## src/rtl/ramp_env_pkg.sv

```systemverilog
package ramp_env_pkg;
  typedef enum logic {
    SHAPE_UP   = 1'b0,
    SHAPE_DOWN = 1'b1
  } shape_kind_e;
endpackage

```

## src/rtl/ramp_shape_ram.sv

```systemverilog
module ramp_shape_ram #(
  parameter int SHAPE_N = 16,
  parameter int SHAPE_W = 5
) (
  input  logic                       clk,
  input  logic                       we,
  input  logic                       wsel,
  input  logic [$clog2(SHAPE_N)-1:0] waddr,
  input  logic [SHAPE_W-1:0]         wdata,
  input  logic                       rsel,
  input  logic [$clog2(SHAPE_N)-1:0] raddr,
  output logic [SHAPE_W-1:0]         rdata
);
  localparam int IDX_W = $clog2(SHAPE_N);
  localparam int DEPTH = 2 * SHAPE_N;

  logic [SHAPE_W-1:0] mem [DEPTH];

  // one write port, one registered read port: maps onto a block RAM
  always_ff @(posedge clk) begin
    if (we) mem[{wsel, waddr}] <= wdata;
    rdata <= mem[{rsel, raddr}];
  end
endmodule

```

## src/rtl/ramp_step_timer.sv

```systemverilog
module ramp_step_timer #(
  parameter int STEP_DIV = 6
) (
  input  logic clk,
  input  logic rst,
  input  logic restart,
  output logic tick
);
  localparam int CNT_W = (STEP_DIV > 2) ? $clog2(STEP_DIV) : 1;
  localparam logic [CNT_W-1:0] LAST = CNT_W'(STEP_DIV - 1);

  logic [CNT_W-1:0] cnt;

  always_ff @(posedge clk) begin
    if (rst || restart) cnt <= '0;
    else if (cnt == LAST) cnt <= '0;
    else cnt <= cnt + 1'b1;
  end

  assign tick = (cnt == LAST);
endmodule

```

## src/rtl/ramp_interp.sv

```systemverilog
module ramp_interp #(
  parameter int LVL_W   = 10,
  parameter int SHAPE_W = 5,
  parameter int SUB_W   = 2
) (
  input  logic [LVL_W-1:0]   base,
  input  logic [LVL_W-1:0]   target,
  input  logic [SHAPE_W-1:0] prev_pt,
  input  logic [SHAPE_W-1:0] cur_pt,
  input  logic [SUB_W-1:0]   sub,
  output logic [LVL_W-1:0]   level
);
  localparam int F_W   = SHAPE_W + SUB_W + 1;
  localparam int P_W   = LVL_W + F_W + 3;
  localparam int SHIFT = SHAPE_W + SUB_W;
  localparam logic [F_W-1:0] SUB_N = F_W'(2 ** SUB_W);
  localparam logic signed [P_W-1:0] TOP = P_W'((2 ** LVL_W) - 1);

  logic        [F_W-1:0]   frac;
  logic signed [LVL_W:0]   diff;
  logic signed [P_W-1:0]   prod;
  logic signed [P_W-1:0]   sum;

  always_comb begin
    frac = F_W'(prev_pt) * (SUB_N - F_W'(sub)) + F_W'(cur_pt) * F_W'(sub);
    diff = $signed({1'b0, target}) - $signed({1'b0, base});
    prod = P_W'(diff) * P_W'($signed({1'b0, frac}));
    sum  = P_W'($signed({1'b0, base})) + (prod >>> SHIFT);
    if (sum < 0)        level = '0;
    else if (sum > TOP) level = '1;
    else                level = sum[LVL_W-1:0];
  end
endmodule

```

## src/rtl/ramp_env_gen.sv

```systemverilog
module ramp_env_gen #(
  parameter int LVL_W     = 10,
  parameter int SHAPE_N   = 16,
  parameter int SHAPE_W   = 5,
  parameter int SUB_STEPS = 4,
  parameter int STEP_DIV  = 6
) (
  input  logic                       clk,
  input  logic                       rst,
  input  logic                       shape_we,
  input  logic                       shape_sel,
  input  logic [$clog2(SHAPE_N)-1:0] shape_addr,
  input  logic [SHAPE_W-1:0]         shape_wdata,
  input  logic [LVL_W-1:0]           burst_level,
  input  logic                       up_strobe,
  input  logic                       down_strobe,
  output logic [LVL_W-1:0]           dac_code,
  output logic                       dac_valid
);
  import ramp_env_pkg::*;

  localparam int IDX_W  = $clog2(SHAPE_N);
  localparam int SUB_W  = $clog2(SUB_STEPS);
  localparam int J_W    = IDX_W + SUB_W + 1;
  localparam logic [J_W-1:0]   LAST_J  = J_W'(SHAPE_N * SUB_STEPS);
  localparam logic [SUB_W-1:0] SUB_END = SUB_W'(SUB_STEPS - 1);

  initial begin
    if (STEP_DIV < 3) $error("STEP_DIV must be at least 3 for the read latency");
  end

  shape_kind_e         kind_q;
  logic                busy;
  logic [J_W-1:0]      step_j;
  logic [SHAPE_W-1:0]  prev_pt;
  logic [LVL_W-1:0]    base_q, tgt_q;
  logic                pend_v, pend_dn;
  logic [LVL_W-1:0]    pend_lvl;
  logic                tick, start, trig_now, start_dn;
  logic [LVL_W-1:0]    start_tgt, interp_lvl;
  logic [SHAPE_W-1:0]  cur_pt;
  logic [IDX_W-1:0]    pt_idx;
  logic [SUB_W-1:0]    sub;

  assign pt_idx    = step_j[SUB_W +: IDX_W];
  assign sub       = step_j[SUB_W-1:0];
  assign trig_now  = up_strobe | down_strobe;
  assign start     = !busy && (pend_v || trig_now);
  assign start_dn  = pend_v ? pend_dn  : down_strobe;   // down wins a tie
  assign start_tgt = pend_v ? pend_lvl : burst_level;

  ramp_shape_ram #(.SHAPE_N(SHAPE_N), .SHAPE_W(SHAPE_W)) u_ram (
    .clk   (clk),
    .we    (shape_we),
    .wsel  (shape_sel),
    .waddr (shape_addr),
    .wdata (shape_wdata),
    .rsel  (kind_q == SHAPE_DOWN),
    .raddr (pt_idx),
    .rdata (cur_pt)
  );

  ramp_step_timer #(.STEP_DIV(STEP_DIV)) u_timer (
    .clk     (clk),
    .rst     (rst),
    .restart (start),
    .tick    (tick)
  );

  ramp_interp #(.LVL_W(LVL_W), .SHAPE_W(SHAPE_W), .SUB_W(SUB_W)) u_interp (
    .base    (base_q),
    .target  (tgt_q),
    .prev_pt (prev_pt),
    .cur_pt  (cur_pt),
    .sub     (sub),
    .level   (interp_lvl)
  );

  // ramp engine
  always_ff @(posedge clk) begin
    if (rst) begin
      busy      <= 1'b0;
      kind_q    <= SHAPE_UP;
      step_j    <= '0;
      prev_pt   <= '0;
      base_q    <= '0;
      tgt_q     <= '0;
      dac_code  <= '0;
      dac_valid <= 1'b0;
    end else begin
      dac_valid <= 1'b0;
      if (start) begin
        busy    <= 1'b1;
        kind_q  <= start_dn ? SHAPE_DOWN : SHAPE_UP;
        base_q  <= dac_code;
        tgt_q   <= start_tgt;
        step_j  <= '0;
        prev_pt <= '0;
      end else if (busy && tick) begin
        dac_valid <= 1'b1;
        if (step_j == LAST_J) begin
          dac_code <= tgt_q;
          busy     <= 1'b0;
        end else begin
          dac_code <= interp_lvl;
          step_j   <= step_j + 1'b1;
          if (sub == SUB_END) prev_pt <= cur_pt;
        end
      end
    end
  end

  // held trigger: newest strobe wins
  always_ff @(posedge clk) begin
    if (rst) begin
      pend_v   <= 1'b0;
      pend_dn  <= 1'b0;
      pend_lvl <= '0;
    end else if (trig_now && !(start && !pend_v)) begin
      pend_v   <= 1'b1;
      pend_dn  <= down_strobe;
      pend_lvl <= burst_level;
    end else if (start && pend_v) begin
      pend_v <= 1'b0;
    end
  end

  assert_valid_single_R4: assert property (@(posedge clk) disable iff (rst)
    dac_valid |=> !dac_valid);

  assert_hold_R7: assert property (@(posedge clk) disable iff (rst)
    !dac_valid |-> dac_code == $past(dac_code));

  assert_final_target_R6: assert property (@(posedge clk) disable iff (rst)
    (dac_valid && !busy) |-> dac_code == tgt_q);

  assert_within_span_R5: assert property (@(posedge clk) disable iff (rst)
    (dac_valid && busy) |->
      (dac_code >= ((base_q < tgt_q) ? base_q : tgt_q)) &&
      (dac_code <= ((base_q < tgt_q) ? tgt_q : base_q)));

  assert_held_starts_R8: assert property (@(posedge clk) disable iff (rst)
    (pend_v && !busy) |=> busy);

  assert_down_priority_R9: assert property (@(posedge clk) disable iff (rst)
    (!busy && !pend_v && up_strobe && down_strobe) |=> kind_q == SHAPE_DOWN);
endmodule

```

## config.mk

```make
export PLATFORM = sky130hd
export DESIGN_NAME = ramp_env_gen
export DESIGN_NICKNAME = d
export VERILOG_FILES = /design/src/rtl/ramp_env_pkg.sv /design/src/rtl/ramp_shape_ram.sv /design/src/rtl/ramp_step_timer.sv /design/src/rtl/ramp_interp.sv /design/src/rtl/ramp_env_gen.sv
export SDC_FILE = /design/constraint.sdc
export NUM_CORES = 1
export LEC_CHECK = 0
export BUFFER_PORTS_ARGS = -buffer_cell sky130_fd_sc_hd__buf_2
export CORE_MARGIN = 2
export CORE_UTILIZATION = 40
export DETAILED_ROUTE_END_ITERATION = 6
export SYNTH_ARGS = -nofsm -noshare
export SYNTH_HDL_FRONTEND = slang
export SYNTH_HIERARCHICAL = 1
export SYNTH_SLANG_ARGS = --single-unit
```

## constraint.sdc

```tcl
create_clock -name clk -period 27.3 [get_ports clk]
set_input_delay 1.365 -clock clk [delete_from_list [all_inputs] [get_ports clk]]
set_output_delay 1.365 -clock clk [all_outputs]
set_load 0.05 [all_outputs]
```

==> impl_metrics.json <==
{
  "cap_violations": 0,
  "final_nets": 1402,
  "setup_slack_ns": 16.98,
  "stdcell_area_sq_um": 15400,
  "wl_per_cell_microns": 17.8,
  "dp_hpwl_microns": 22600,
  "placed_area_sq_um": 14800,
  "die-area_sq_um": 37000,
  "tightest_slew_ns": 1.20,
  "hp-class": "reg -> reg",
  "cts.path.max_buffers": 3,
  "timing.slew.headroom": 0.197,
  "ys_warn_count": 6,
  "synth_top_area_frac": 0.338,
  "drv_slew": 0,
  "initial_core_util": 0.402,
  "clockRootBuffer": "clkbuf_16",
  "powerDensity_nw_per_um2": 46.0,
  "vias": 8989,
  "max-vdd-ir-drop_mv": 0.0582,
  "route.detailed.drc": 0,
  "startpoint_type": "flip-flop",
  "setup_tns_ns": 0,
  "pre_cts_ws_ns": 16.98,
  "critical_path.max_fanout": 15,
  "grt_max_degree": 48,
  "syn-mean-instance-area_sq_um": 11.9,
  "antennaDiodeCount": 0,
  "row_count": 69,
  "wirelength_microns": 30200,
  "finalHoldViolCount": 0,
  "cts.sinks": 225,
  "vias_per_cell": 5.32,
  "period_needed_ns": 10.32,
  "synth_cells": 1199,
  "core_sq_um": 35300,
  "numCtsBuffers": 22,
  "cts_hold_buf": 0,
  "r2r-end": "dac_code[5]",
  "synth_cell_types": 69,
  "worst_path_max_delay_cell": "fa_1",
  "r2r-start": "step_j[0]",
  "portBuffers": 35,
  "seq_area_frac_synth": 0.430,
  "grt.total_usage": 0.171,
  "yosys-top-cells-area": "edfxtp_1 34%, fa_1 12%, dfxtp_1 9.2%, mux4_2 7.9%, ha_1 6.7%",
  "cts_setup_buffers": 0,
  "setup_viol": 0,
  "yosys.area.top_type": "edfxtp_1",
  "place_congestion": 0.839,
  "cts-resized-gates": 0,
  "dieHeight_microns": 192,
  "endpoint_kind": "flip-flop",
  "grt_pass1_vias": 9226,
  "fill_cells": 3256,
  "hold_depth": 2,
  "ys.flop_type": "edfxtp_1",
  "die_w_microns": 192,
  "drtIter0Drc": 503,
  "cts_tree": "yes",
  "grt_pass1_wl_microns": 50100,
  "area_growth_pct": 8.60,
  "grt_setup_unrepaired": "no",
  "cp_common_cell": "inv_1",
  "antenna_found_initial": 0,
  "skew_ns": 0.0224,
  "p_leak_nw": 5.90,
  "rrSetupSlack_ns": 16.98,
  "arrival_ns": 10.66,
  "fmaxAchievable_ghz": 0.0969,
  "synth_fp_nets": 1386,
  "synth_edf_count": 160,
  "io_pins": 36,
  "reg2regPathDepth": 41,
  "clock_latency_ns": 0.51,
  "worst-setup-path-type": "reg -> reg",
  "outcome": "completed",
  "max_stage_delay_ns": 0.58,
  "grt_overflow_total": 0,
  "required_ns": 27.64,
  "fin_cells": 1690,
  "yosys-top-cells-count": "160 x edfxtp_1, 154 x inv_1, 117 x nor2_1",
  "finalPower_mw": 0.711,
  "firstDrtPassIters": 5,
  "hold_end": "pend_dn",
  "dp_cells": 1652,
  "yosysMostFrequentCell": "edfxtp_1",
  "ant_nets": 0,
  "drive_above_1_share": 0.130,
  "ys_ff_latch": 225,
  "hp-start": "pend_dn",
  "async_flop_share": 0,
  "clk_pin_slew_ns": 0.06,
  "syn_area_sq_um": 14200,
  "finalCritPeriodShare": 0.378,
  "htree_levels": 1
}
==> registers in the layout, summed over array words and instances (netlist names) <==
name         count
pend_lvl        10
base_q          10
kind_q           1
u_ram/mem      160
u_ram/rdata      5
pend_dn          1
tgt_q           10
busy             1
pend_v           1
dac_code        10
step_j           7
dac_valid        1
u_timer/cnt      3
prev_pt          5
==> worst max-delay path: cells and delay by family, from the launching register on <==
family | cells | cell delay [ns]
flops | 1 | 0.55
compound gates | 17 | 3.55
buf+inv | 8 | 0.61
simple gates | 4 | 0.54
fa+ha+maj | 11 | 4.71
xor+xnor | 1 | 0.15
==> where the power goes <==
part           internal, mW  switching (mW)  total, mW
clock network         0.149           0.122      0.271
registers             0.373         0.00696      0.379
logic                0.0200          0.0397     0.0597
total                 0.542           0.169      0.711
==> area by class of cell <==
| cell class | count | area, sq um | area share |
|---|---|---|---|
| clock buffers | 28 | 573 | 0.0371 |
| clock inverters | 10 | 66.3 | 0.00430 |
| inverters | 154 | 578 | 0.0375 |
| multi-input cells | 767 | 7280 | 0.472 |
| flip-flops and latches | 225 | 6110 | 0.396 |
| well taps | 461 | 577 | 0.0374 |
| repair buffers | 45 | 250 | 0.0162 |
==> per-stage QoR <==
| stage | util | hold slack (ns) |
|---|---|---|
| 5_1_grt | 0.437 | 0.479 |
| 3_3_place_gp | 0.419 | 0.433 |
| 6_report | 0.437 | 0.452 |
| 2_1_floorplan | - | 0.421 |
| 3_5_place_dp | 0.419 | 0.451 |
| 4_1_cts | 0.437 | 0.458 |
==> worst max path at each step <==
| stage | startpoint | to | slack, ns |
|---|---|---|---|
| after CTS | step_j[0] | dac_code[9] | 16.94 |
| after global placement | step_j[0] | dac_code[2] | 17.20 |
| after detailed placement | step_j[0] | dac_code[7] | 16.98 |
| after floorplan | step_j[0] | dac_code[1] | 17.53 |
| final | step_j[0] | dac_code[5] | 16.98 |
| after global routing | step_j[0] | dac_code[4] | 16.16 |
==> logic make-up after synthesis <==
family	count (synthesis)	synth area share
mux	83	0.103
buf+inv	207	0.0580
fa+ha+maj	162	0.188
xor+xnor	30	0.0185
simple gates	303	0.109
compound gates	189	0.0938
flops	225	0.430
==> layout by cell type, fill, tap and decap left out, types with 12 or more instances in the layout <==
cell       Yosys  final
dfxtp_1       65     63
nand2_1       38     38
inv_1        154    154
a21oi_1       47     47
nor3_1        12     12
buf_2         13     35
ha_1          76     76
edfxtp_1     160    160
o211ai_1      17     17
clkbuf_16      0     22
nor2_1       117    117
nand3_1       34     34
a211oi_1      15     15
o21ai_0       31     31
xnor2_1       18     18
mux2i_1       28     28
mux4_2        50     50
a311oi_1      22     22
xor2_1        12     12
fa_1          86     86
and2_1        26     26
==> metal layers <==
layer  vias to the layer above  share of wire  global-route usage
li1                       4284              -                   -
met2                       187           0.48               0.285
met4                         0          0.025              0.0452
met1                      4471           0.46               0.238
met5                         -              0                   0
met3                        47          0.040              0.0193
No activity file was read; power rests on OpenSTA's default activity.
